**src/rtl/rnd_pkg.sv**
```systemverilog
package rnd_pkg;
  typedef enum logic [1:0] {
    RM_NEAR = 2'b00,
    RM_ZERO = 2'b01,
    RM_POS  = 2'b10,
    RM_NEG  = 2'b11
  } rnd_mode_e;

  typedef struct packed {
    logic inc;
    logic inx;
  } rnd_dec_t;
endpackage

```
**src/rtl/rnd_decide.sv**
```systemverilog
module rnd_decide
  import rnd_pkg::*;
(
  input  logic      guard_i,
  input  logic      round_i,
  input  logic      sticky_i,
  input  logic      lsb_i,
  input  logic      sign_i,
  input  logic [1:0] mode_i,
  output rnd_dec_t  dec_o
);
  logic lost;

  always_comb begin
    lost      = guard_i | round_i | sticky_i;
    dec_o.inx = lost;
    unique case (rnd_mode_e'(mode_i))
      RM_NEAR: dec_o.inc = guard_i & (round_i | sticky_i | lsb_i);
      RM_ZERO: dec_o.inc = 1'b0;
      RM_POS:  dec_o.inc = lost & ~sign_i;
      RM_NEG:  dec_o.inc = lost &  sign_i;
      default: dec_o.inc = 1'b0;
    endcase
  end
endmodule

```
**src/rtl/rnd_incr.sv**
```systemverilog
module rnd_incr #(
  parameter int unsigned WIDTH = 10
) (
  input  logic [WIDTH-1:0] val_i,
  input  logic             inc_i,
  output logic [WIDTH:0]   sum_o
);
  logic [WIDTH:0] carry;

  assign carry[0] = inc_i;

  for (genvar i = 0; i < WIDTH; i++) begin : g_bit
    assign sum_o[i]   = val_i[i] ^ carry[i];
    assign carry[i+1] = val_i[i] & carry[i];
  end

  assign sum_o[WIDTH] = carry[WIDTH];
endmodule

```
**src/rtl/rnd_unit.sv**
```systemverilog
module rnd_unit
  import rnd_pkg::*;
#(
  parameter int unsigned MANT_W = 12
) (
  input  logic              clk,
  input  logic              rst_n,
  input  logic              in_valid,
  input  logic [MANT_W-1:0] mant_in,
  input  logic              sticky_in,
  input  logic              sign_in,
  input  logic [1:0]        mode_in,
  output logic              out_valid,
  output logic [MANT_W-2:0] mant_out,
  output logic              rnd_up,
  output logic              inexact,
  output logic              frac_rnd
);
  localparam int unsigned SH_W  = MANT_W - 2;
  localparam int unsigned OUT_W = SH_W + 1;

  logic [SH_W-1:0]  shifted;
  rnd_dec_t         dec;
  logic [OUT_W-1:0] sum;

  assign shifted = mant_in[MANT_W-1:2];

  rnd_decide u_dec (
    .guard_i  (mant_in[1]),
    .round_i  (mant_in[0]),
    .sticky_i (sticky_in),
    .lsb_i    (shifted[0]),
    .sign_i   (sign_in),
    .mode_i   (mode_in),
    .dec_o    (dec)
  );

  rnd_incr #(.WIDTH(SH_W)) u_inc (
    .val_i (shifted),
    .inc_i (dec.inc),
    .sum_o (sum)
  );

  // next-state
  logic             vld_d, up_d, inx_d, fr_d;
  logic [OUT_W-1:0] mant_d;

  always_comb begin
    vld_d  = in_valid;
    mant_d = mant_out;
    up_d   = rnd_up;
    inx_d  = inexact;
    fr_d   = frac_rnd;
    if (in_valid) begin
      mant_d = sum;
      up_d   = dec.inc;
      inx_d  = dec.inx;
      fr_d   = dec.inc;
    end
  end

  // registers
  always_ff @(posedge clk or negedge rst_n) begin
    if (!rst_n) begin
      out_valid <= 1'b0;
      mant_out  <= '0;
      rnd_up    <= 1'b0;
      inexact   <= 1'b0;
      frac_rnd  <= 1'b0;
    end else begin
      out_valid <= vld_d;
      mant_out  <= mant_d;
      rnd_up    <= up_d;
      inexact   <= inx_d;
      frac_rnd  <= fr_d;
    end
  end
endmodule

```
**config.mk**
```make
export PLATFORM = sky130hd
export DESIGN_NAME = rnd_unit
export DESIGN_NICKNAME = d
export VERILOG_FILES = /design/src/rtl/rnd_pkg.sv /design/src/rtl/rnd_decide.sv /design/src/rtl/rnd_incr.sv /design/src/rtl/rnd_unit.sv
export SDC_FILE = /design/constraint.sdc
export NUM_CORES = 1
export LEC_CHECK = 0
export BUFFER_PORTS_ARGS = -buffer_cell sky130_fd_sc_hd__buf_4
export CAP_MARGIN = 5
export CORE_MARGIN = 1
export CORE_UTILIZATION = 41
export CTS_BUF_LIST = sky130_fd_sc_hd__clkbuf_4 sky130_fd_sc_hd__clkbuf_8
export DETAILED_ROUTE_END_ITERATION = 12
export PLACE_DENSITY = 0.72
export SYNTH_ARGS = -nofsm -noshare
export SYNTH_HDL_FRONTEND = slang
export SYNTH_SLANG_ARGS = --single-unit
```
**constraint.sdc**
```tcl
create_clock -name clk -period 0.9 [get_ports clk]
set_input_delay 0.18 -clock clk [delete_from_list [all_inputs] [get_ports clk]]
set_output_delay 0.18 -clock clk [all_outputs]
set_load 0.01 [all_outputs]
```
==> flow_metrics.py, run 1 <==
metrics = {
    "place": {
        "dpl.hpwl_um": 1087,
        "gp_congestion": 0.6448,
        "port_buffers": 33,
        "dp_cells": 99,
    },
    "clocking": {
        "cts_sinks": 14,
        "clock_path_buffers": 2,
        "cts_made_buffers": 3,
        "htreeDepth": 1,
        "cts_root_buf": "clkbuf_4",
    },
    "synthesis": {
        "ys_seq_area_frac": 0.4887,
        "ys_types": 15,
        "syn_avg_cell_area_um2": 14.94,
        "ys_seq_elements": 14,
        "synth_ff_type": "dfrtp_1",
        "synthesis.area_um2": 716.9,
        "syn_nets": 77,
        "syn_inst": 48,
        "synthArstFlopShare": 1.000,
        "yosys_warnings": 0,
        "synth_edf_count": 0,
    },
    "die": {
        "ios": 34,
        "fp-row-count": 14,
        "die_y_um": 43.82,
        "start_util": 0.4548,
        "fp.dieW_um": 43.82,
    },
    "outcome": {
        "status": "stopped before the end",
        "error_line": "[ERROR DPL-0038] Utilization greater than 100%, impossible to legalize",
        "haltStage": "global routing (5_1_grt)",
    },
    "sta": {
        "worstEndpointGrtRepair": "mant_out[9]$_DFFE_PN0P_/D",
        "timing.worst_endpoint.kind": "sequential cell input",
    },
    "grt": {
        "grt_max_degree": 15,
    },
}
metrics by stage:
step / instance area, µm² / hold WS, ps / util / TNS, ps / worst slack, ps
after floorplan: 882.1 / -115.6 / - / -10980 / -1614
after global placement: 1149 / 39.87 / 0.7286 / -13180 / -1819
after detailed placement: 1149 / 40.01 / 0.7286 / -13410 / -1844
after CTS: 1478 / 148.2 / 0.9373 / -12170 / -1479
kinds of logic after synthesis:
kind of cell,share of synthesized area
multiplexers,0.2042
XOR/XNOR,0.01222
buffers and inverters,0.05411
flip-flops,0.4887
AND/OR/NAND/NOR,0.03839
AO/OA/AOI/OAI,0.02792
adder cells (fa/ha/maj),0.1745
synthesized netlist by cell type, types with 3 or more instances:
| cell type | number | area share |
|---|---|---|
| ha_1 | 10 | 0.17 |
| dfrtp_1 | 14 | 0.49 |
| mux2_4 | 6 | 0.13 |
| mux2_2 | 5 | 0.079 |
| nor2_1 | 3 | 0.016 |
repair_timing:
item | in CTS
hold endpoints to repair | 14
resized for setup | 20
pin swaps | 10
hold buffers | 1
buffers inserted | 27
endpoints found under the setup margin | 26
==> run 2: changes to the inputs <==
--- a/config.mk
+++ b/config.mk
@@ -7,11 +7,10 @@
 export LEC_CHECK = 0
 export BUFFER_PORTS_ARGS = -buffer_cell sky130_fd_sc_hd__buf_4
 export CAP_MARGIN = 5
-export CORE_MARGIN = 1
-export CORE_UTILIZATION = 41
-export CTS_BUF_LIST = sky130_fd_sc_hd__clkbuf_4 sky130_fd_sc_hd__clkbuf_8
+export CORE_AREA = 2 2 63 65
 export DETAILED_ROUTE_END_ITERATION = 12
-export PLACE_DENSITY = 0.72
+export DIE_AREA = 0 0 65 67
+export PLACE_DENSITY_LB_ADDON = 0.15
 export SYNTH_ARGS = -nofsm -noshare
 export SYNTH_HDL_FRONTEND = slang
 export SYNTH_SLANG_ARGS = --single-unit
==> flow_metrics.py, run 2 <==
metrics = {
    "setup_path": {
        "crit_path_top_delay_cell": "mux2_4",
        "required_ps": 1030,
        "path_max_fanout": 2,
        "cp_num_buf_inv": 1,
        "ff2ff_setup_slack_ps": 0,
        "cp-start-kind": "input pin",
        "path_class": "in -> reg",
        "path_cells": "buf_8, nor3_4, nand3b_1, nand2_1, ha_2, ha_4, ha_4, ha_4, ha_4, ha_4, ha_4, ha_4, ha_4, ha_4, mux2_4",
        "cp_common_cell": "ha_4",
        "timing.rr.start": "mant_out[3]$_DFFE_PN0P_",
        "critical_path_arrival_ps": 2550,
        "cpLargestDelayFamily": "adder cells",
        "cp-end-kind": "flop",
        "slowest_delay_ps": 250,
        "timing.rr.end": "mant_out[3]$_DFFE_PN0P_",
        "reg2reg_depth": 2,
    },
    "synthesis": {
        "synthArstFlopShare": 1.000,
        "netlist_top_cells_area": "dfrtp_1, ha_1, mux2_4",
        "synth_ff_type": "dfrtp_1",
        "syn_inst": 48,
        "syn_avg_cell_area_um2": 14.94,
        "synthesis.area_um2": 716.9,
        "synth.most_common_cell": "dfrtp_1",
        "syn_nets": 77,
        "ys_seq_area_frac": 0.4887,
        "yosysTopAreaCellShare": 0.4887,
        "ys_types": 15,
        "yosys_warnings": 0,
        "synth_edf_count": 0,
        "ys_seq_elements": 14,
        "synth_common_cells": "dfrtp_1, ha_1, mux2_4, mux2_2, nor2_1",
        "yosysTopAreaCell": "dfrtp_1",
    },
    "hold_path": {
        "min_path_cells": 1,
        "hp-start": "in_valid",
        "hold_end": "out_valid$_DFF_PN0_",
        "min_path_type": "in -> reg",
    },
    "routing": {
        "routed_wl_um": 1543,
        "drtAntennaViolNets": 0,
        "drt_iter0_markers": 1,
        "routed-via-count": 527,
        "via_per_inst": 3.685,
        "drc_errors": 0,
        "wl_per_cell_um": 10.79,
        "first_pass_iters": 3,
    },
    "final_layout": {
        "drive_above_1_share": 0.7789,
        "final_util": 0.3831,
        "largest_reg_flops": 11,
        "final_cell_mix": "buf_4, buf_6, dfrtp_1",
        "regMostFlops": "mant_out",
        "num_antenna_cells": 0,
        "final_nets": 125,
        "final_common_cell": "buf_4",
        "syn_to_final_growth_pct": 92.67,
    },
    "pwr": {
        "pwr_density_cell_nw_per_um2": 1359,
        "leakage_nw": 0.6369,
        "ir_drop_mv": 0.6078,
    },
    "sta": {
        "fmax_mhz": 413.3,
        "rsz0062_at_grt": "true",
        "setup-tns-final_ps": -10410,
        "fin_crit_sh": 2.689,
        "clock_skew_ps": 0,
        "period_needed_ps": 2420,
        "layout_setup_ws_ps": -1520,
        "slew_headroom": 0.8497,
        "worst_pin_slew_ps": 225.0,
        "hold_violations": 0,
        "drv_slew": 0,
        "finalSetupViolations": 26,
    },
    "clocking": {
        "cts_made_buffers": 3,
        "clock_path_buffers": 2,
        "htreeDepth": 1,
        "cts_root_buf": "clkbuf_8",
        "cts_tree": "done",
        "cts_sinks": 14,
        "insertion_delay_ps": 240,
        "cts.reportedPaths.clkPinSlew_ps": 60,
    },
    "grt": {
        "grt_pass1_wl_um": 2704,
        "track_usage": 0.08537,
        "antenna_found_initial": 0,
        "grt_pass1_vias": 584,
        "grt_overflow": 0,
        "grt_max_degree": 15,
    },
    "die": {
        "die_y_um": 67,
        "core_um2": 3606,
        "fp-row-count": 22,
        "fp.dieW_um": 65,
        "start_util": 0.1988,
        "ios": 34,
        "die-area_um2": 4355,
    },
    "place": {
        "gp_congestion": 0.7325,
        "dpl.hpwl_um": 1121,
        "port_buffers": 33,
    },
    "job": {
        "cap_violations": 0,
    },
    "outcome": {
        "violations": "negative setup slack",
        "status": "finished with violations",
    },
}
-- run 2: layer usage --
metal | vias up | part of all wire | routed length, µm | track usage
met3 | 2 | 0.061 | 94 | 0.03547
met4 | 0 | 0.017 | 27 | 0.03989
met1 | 244 | 0.44 | 684 | 0.1029
met5 | - | 0 | 0 | 0
met2 | 18 | 0.48 | 737 | 0.1314
li1 | 263 | - | - | -
-- run 2: through the flow --
| step | instances | hold WS (ps) | cell area (µm²) | worst slack, ps | total power [W] |
|---|---|---|---|---|---|
| after floorplan | 48 | -115.6 | 882.1 | -1614 | 0.0009583 |
| after global placement | 130 | 44.87 | 1181 | -1844 | 0.001187 |
| after detailed placement | 130 | 42.76 | 1181 | -1841 | 0.001185 |
| after CTS | 142 | 196.6 | 1366 | -1534 | 0.001901 |
| after global routing | 143 | 194.9 | 1381 | -1589 | 0.001996 |
| final | 143 | 195.3 | 1381 | -1520 | 0.001878 |
-- run 2: worst max path at each step --
stage / cells after the start / slack, ps / endpoint / start
floorplan: 14 / -1610 / mant_out[9]$_DFFE_PN0P_ / mant_in[1]
global placement: 15 / -1840 / mant_out[9]$_DFFE_PN0P_ / mant_in[1]
detailed placement: 15 / -1840 / mant_out[9]$_DFFE_PN0P_ / mant_in[1]
CTS: 15 / -1530 / mant_out[9]$_DFFE_PN0P_ / mant_in[0]
global route: 15 / -1590 / mant_out[9]$_DFFE_PN0P_ / mant_in[0]
finish: 15 / -1520 / mant_out[9]$_DFFE_PN0P_ / mant_in[0]
-- run 2: kinds of logic after synthesis --
kind of cell | count (synthesis) | synth area share
compound gates | 3 | 0.02792
xor+xnor | 1 | 0.01222
fa+ha+maj | 10 | 0.1745
buf+inv | 3 | 0.05411
flops | 14 | 0.4887
mux | 11 | 0.2042
simple gates | 6 | 0.03839
-- run 2: cell type report --
class                   instances  area [µm²]
repair buffers                 46       415.4
flip-flops and latches         14       350.3
well taps                      48       60.06
multi-input cells              31       500.5
clock buffers                   4       55.05
fillers                       355        2225
-- run 2: report_power, final --
part / internal (W) / switching [W] / leakage, nW
registers: 0.000697 / 0.0000524 / 0.164
clock network: 0.000387 / 0.000225 / 0.0288
logic: 0.000344 / 0.000172 / 0.444
-- run 2: timing repair --
action                                 in CTS  in global routing
buffers inserted                            7                  1
pin swaps                                  11                  0
resized for setup                          18                  1
setup endpoints to repair                  26                 26
endpoints found under the hold margin      14                  0
hold buffers                                1                  0
-- run 2: worst reg2reg max path: stages (launching register included) --
cell	delay, ps
dfrtp_1	390
buf_4	130
mux2_4	260
No activity file was read; power rests on OpenSTA's default activity.
==> run 3: changes to the inputs <==
--- a/config.mk
+++ b/config.mk
@@ -11,6 +11,7 @@
 export DETAILED_ROUTE_END_ITERATION = 12
 export DIE_AREA = 0 0 65 67
 export PLACE_DENSITY_LB_ADDON = 0.15
+export RECOVER_POWER = 25
 export SYNTH_ARGS = -nofsm -noshare
 export SYNTH_HDL_FRONTEND = slang
 export SYNTH_SLANG_ARGS = --single-unit
==> flow_metrics.py, run 3 (same netlist as run 2, synthesis figures left out) <==
metrics = {
    "final_layout": {
        "largest_reg_flops": 11,
        "final_cell_mix": "buf_4, buf_6, dfrtp_1",
        "num_antenna_cells": 0,
        "nFillCells": 355,
        "drive_above_1_share": 0.7789,
        "final_common_cell": "buf_4",
        "regMostFlops": "mant_out",
        "final_nets": 125,
        "syn_to_final_growth_pct": 92.32,
        "final_util": 0.3824,
    },
    "routing": {
        "routed_wl_um": 1542,
        "via_per_inst": 3.692,
        "drt_iter0_markers": 1,
        "routed-via-count": 528,
        "first_pass_iters": 3,
        "drtAntennaViolNets": 0,
        "wl_per_cell_um": 10.78,
        "drc_errors": 0,
    },
    "sta": {
        "finalSetupViolations": 26,
        "hold_violations": 0,
        "rsz0062_at_grt": "true",
        "drv_slew": 0,
        "slew_headroom": 0.7665,
        "clock_skew_ps": 0,
        "layout_setup_ws_ps": -1520,
        "fmax_mhz": 413.3,
        "fin_crit_sh": 2.689,
        "period_needed_ps": 2420,
        "worst_pin_slew_ps": 350.2,
    },
    "outcome": {
        "violations": "negative setup slack",
        "status": "finished with violations",
    },
    "hold_path": {
        "min_path_type": "in -> reg",
    },
    "setup_path": {
        "cp-end-kind": "flop",
        "required_ps": 1030,
        "critical_path_arrival_ps": 2550,
        "path_max_fanout": 2,
        "path_class": "in -> reg",
        "cp-start-kind": "input pin",
    },
    "clocking": {
        "cts_sinks": 14,
        "cts_made_buffers": 3,
        "cts_root_buf": "clkbuf_8",
        "htreeDepth": 1,
        "insertion_delay_ps": 240,
        "clock_path_buffers": 2,
        "cts.reportedPaths.clkPinSlew_ps": 60,
        "cts_tree": "done",
    },
    "pwr": {
        "pwr_density_cell_nw_per_um2": 1361,
        "power_w": 0.001876,
        "leakage_nw": 0.6362,
        "ir_drop_mv": 0.6077,
    },
    "place": {
        "port_buffers": 33,
        "gp_congestion": 0.7325,
        "dpl.hpwl_um": 1121,
    },
    "die": {
        "ios": 34,
        "start_util": 0.1988,
        "fp-row-count": 22,
        "die_y_um": 67,
        "fp.dieW_um": 65,
        "core_um2": 3606,
        "die-area_um2": 4355,
    },
    "grt": {
        "antenna_found_initial": 0,
        "grt_overflow": 0,
        "grt_max_degree": 15,
        "grt_pass1_wl_um": 2704,
        "grt_pass1_vias": 584,
        "track_usage": 0.08537,
    },
    "job": {
        "cap_violations": 0,
    },
}
-- run 3: cell types whose count changed in the layout (fill, tap and decap cells not counted) --
cell and change:
clkbuf_2 +1, buf_4 -1
-- run 3: what timing repair did --
item	in CTS	in global routing
gates cloned	0	0
setup buffers	7	1
pin swaps	11	0
gates resized for setup	18	1
hold buffers	1	0
endpoints found under the hold margin	14	0
endpoints found under the setup margin	26	26
-- run 3: worst paths after layout --
path	start	endpoint	slack (ps)	cells past startpoint
setup / recovery	mant_in[0]	mant_out[9]$_DFFE_PN0P_	-1520	15
hold / removal	in_valid	out_valid$_DFF_PN0_	200	1
setup reg to reg	mant_out[3]$_DFFE_PN0P_	mant_out[3]$_DFFE_PN0P_	10	2
hold reg to reg	mant_out[4]$_DFFE_PN0P_	mant_out[4]$_DFFE_PN0P_	530	1
max in group asynchronous	rst_n	mant_out[6]$_DFFE_PN0P_	270	2
min in group asynchronous	rst_n	mant_out[4]$_DFFE_PN0P_	370	2
-- run 3: per-stage QoR --
| stage | setup slack, ps | hold WS (ps) | cell area (µm²) | instances | setup TNS [ps] |
|---|---|---|---|---|---|
| final | -1520 | 195.3 | 1379 | 143 | -10410 |
| after floorplan | -1614 | -115.6 | 882.1 | 48 | -10980 |
| after CTS | -1534 | 196.6 | 1366 | 142 | -10700 |
| after detailed placement | -1841 | 42.76 | 1181 | 130 | -13330 |
| after global routing | -1589 | 194.9 | 1379 | 143 | -11420 |
| after global placement | -1844 | 44.87 | 1181 | 130 | -13380 |
-- run 3: cell type report --
class,instances,area [µm²],share of cell area
clock buffers,4,55.05,0.03993
repair buffers,46,412.9,0.2995
flip-flops and latches,14,350.3,0.2541
multi-input cells,31,500.5,0.3630
well taps,48,60.06,0.04356
-- run 3: power breakdown --
group	switching (W)	internal [W]	total, W	leakage [nW]
clock	0.000225	0.000387	0.000612	0.0288
sequential	0.0000524	0.000697	0.000749	0.164
combinational	0.000172	0.000342	0.000514	0.444
-- run 3: per-layer routing --
metal | GRT usage | vias up | part of all wire | wire length, µm
met3 | 0.03547 | 2 | 0.061 | 94
met2 | 0.1314 | 18 | 0.48 | 736
met1 | 0.1029 | 245 | 0.44 | 683
met5 | 0 | - | 0 | 0
li1 | - | 263 | - | -
met4 | 0.03989 | 0 | 0.018 | 27
-- run 3: critical path, cell delays in order --
cell and delay (ps):
buf_8 100, nor3_4 170, nand3b_1 150, nand2_1 70, ha_2 190, ha_4 160
ha_4 150, ha_4 150, ha_4 150, ha_4 150, ha_4 150, ha_4 160
ha_4 150, ha_4 200, mux2_4 250
==> run 4: changes to the inputs <==
--- a/config.mk
+++ b/config.mk
@@ -10,7 +10,7 @@
 export CORE_AREA = 2 2 63 65
 export DETAILED_ROUTE_END_ITERATION = 12
 export DIE_AREA = 0 0 65 67
-export PLACE_DENSITY_LB_ADDON = 0.15
+export PLACE_DENSITY_LB_ADDON = 0.3
 export RECOVER_POWER = 25
 export SYNTH_ARGS = -nofsm -noshare
 export SYNTH_HDL_FRONTEND = slang
==> flow_metrics.py, run 4 (same netlist as run 2, synthesis figures left out) <==
metrics = {
    "die": {
        "core_um2": 3606,
        "start_util": 0.1988,
        "die-area_um2": 4355,
        "ios": 34,
        "fp.dieW_um": 65,
        "die_y_um": 67,
        "fp-row-count": 22,
    },
    "routing": {
        "routed-via-count": 555,
        "drc_errors": 0,
        "top_layer": "met4",
        "wl_per_cell_um": 11.50,
        "routed_wl_um": 1679,
        "via_per_inst": 3.801,
        "drt_iter0_markers": 3,
        "first_pass_iters": 3,
        "drtAntennaViolNets": 0,
        "wl_met1_um": 671,
        "wl_met3_um": 64,
        "met2_length_um": 916,
    },
    "sta": {
        "layout_setup_ws_ps": -1530,
        "worst_pin_slew_ps": 358.3,
        "fin_crit_sh": 2.700,
        "slew_headroom": 0.7611,
        "clock_skew_ps": 0,
        "drv_slew": 0,
        "finalSetupViolations": 26,
        "fmax_mhz": 411.5,
        "rsz0062_at_grt": "true",
        "period_needed_ps": 2430,
        "hold_violations": 0,
        "setup-tns-final_ps": -10480,
    },
    "final_layout": {
        "largest_reg_flops": 11,
        "nFillCells": 352,
        "num_antenna_cells": 0,
        "final_nets": 128,
        "final_common_cell": "buf_4",
        "syn_to_final_growth_pct": 99.30,
        "drive_above_1_share": 0.7959,
        "final_cell_mix": "buf_4, buf_6, dfrtp_1",
        "regMostFlops": "mant_out",
    },
    "grt": {
        "grt_max_degree": 17,
        "antenna_found_initial": 0,
        "grt_overflow": 0,
        "grt_pass1_vias": 612,
        "grt_pass1_wl_um": 2704,
        "track_usage": 0.08423,
    },
    "hold_path": {
        "min_path_type": "in -> reg",
    },
    "pwr": {
        "power_frac_comb": 0.290,
        "ir_drop_mv": 0.4951,
        "leakage_nw": 0.6512,
        "power_switching_w": 0.0004541,
        "p_seq_frac": 0.394,
        "switching_share": 0.2386,
        "p_clk_frac": 0.317,
        "p_int_w": 0.001449,
        "pwr_density_cell_nw_per_um2": 1332,
    },
    "place": {
        "pre_cts_ws_ps": -1837,
        "gp_congestion": 0.6980,
        "port_buffers": 33,
        "dpl.hpwl_um": 1182,
    },
    "setup_path": {
        "cp-end-kind": "flop",
        "startpoint": "mant_in[1]",
        "crit_end": "mant_out[9]$_DFFE_PN0P_",
        "ff2ff_setup_slack_ps": 10,
        "cp-start-kind": "input pin",
        "timing.rr.start": "mant_out[5]$_DFFE_PN0P_",
        "path_max_fanout": 2,
        "required_ps": 1020,
        "path_class": "in -> reg",
        "timing.rr.end": "mant_out[5]$_DFFE_PN0P_",
        "critical_path_arrival_ps": 2550,
        "reg2reg_depth": 2,
    },
    "clocking": {
        "cts_root_buf": "clkbuf_8",
        "cts_tree": "done",
        "cts.reportedPaths.clkPinSlew_ps": 60,
        "htreeDepth": 1,
        "cts_made_buffers": 3,
        "clock_path_buffers": 2,
        "insertion_delay_ps": 240,
        "cts_sinks": 14,
    },
    "outcome": {
        "violations": "negative setup slack",
        "status": "finished with violations",
    },
    "job": {
        "cap_violations": 0,
    },
}
-- run 4: final cells by class --
class	instances	area, µm²	share of cell area
Clock buffer	4	55.05	0.03853
Sequential cell	14	350.3	0.2452
Tap cell	48	60.06	0.04203
Multi-Input combinational cell	31	509.2	0.3564
Timing Repair Buffer	49	454.2	0.3179
-- run 4: stage by stage --
step | cells | utilization | area [µm²] | hold WS [ps] | power [W]
floorplan | 48 | - | 882.1 | -115.6 | 0.0009583
global placement | 131 | 0.3296 | 1189 | 43.61 | 0.001191
detailed placement | 131 | 0.3296 | 1189 | 42.40 | 0.001195
CTS | 147 | 0.3945 | 1423 | 213.1 | 0.001927
global route | 146 | 0.3963 | 1429 | 211.9 | 0.002018
finish | 146 | 0.3963 | 1429 | 219.0 | 0.001903
-- run 4: power groups by stage --
stage	clock network, W	registers [W]	logic [W]
after floorplan	0	0.000774	0.000184
after global placement	0	0.000748	0.000443
after detailed placement	0	0.000747	0.000448
after CTS	0.000625	0.000748	0.000553
after global routing	0.000659	0.000758	0.000601
final	0.000602	0.000749	0.000551
-- run 4: worst min path at each step --
stage | startpoint | end | slack, ps | cells past startpoint
floorplan | rst_n | inexact$_DFFE_PN0P_ | -120 | 0
global placement | rst_n | mant_out[3]$_DFFE_PN0P_ | 40 | 1
detailed placement | rst_n | mant_out[3]$_DFFE_PN0P_ | 40 | 1
CTS | in_valid | out_valid$_DFF_PN0_ | 210 | 1
global route | in_valid | out_valid$_DFF_PN0_ | 210 | 1
finish | in_valid | out_valid$_DFF_PN0_ | 220 | 1
-- run 4: critical path, cell delays in order --
cell and delay (ps):
buf_8 100, nor3_4 180, nand3b_1 170, nand2_2 80, ha_4 170, ha_4 160, ha_4 160, ha_4 150
ha_4 150, ha_4 150, ha_4 150, ha_4 150, ha_4 150, ha_4 200, mux2_4 250
-- run 4: routing by layer --
metal,track usage,vias to the layer above
li1,-,270
met1,0.09035,267
met2,0.1521,16
met3,0.01858,2
met4,0.04787,0
met5,0,-
-- run 4: repair_timing --
action                                  CTS  global route
hold endpoints to repair                 14             0
cloned                                    0             0
hold buffers                              1             0
pin swaps                                12             7
resized for setup                        23             3
endpoints found under the setup margin   26            27
buffers inserted                         11             1
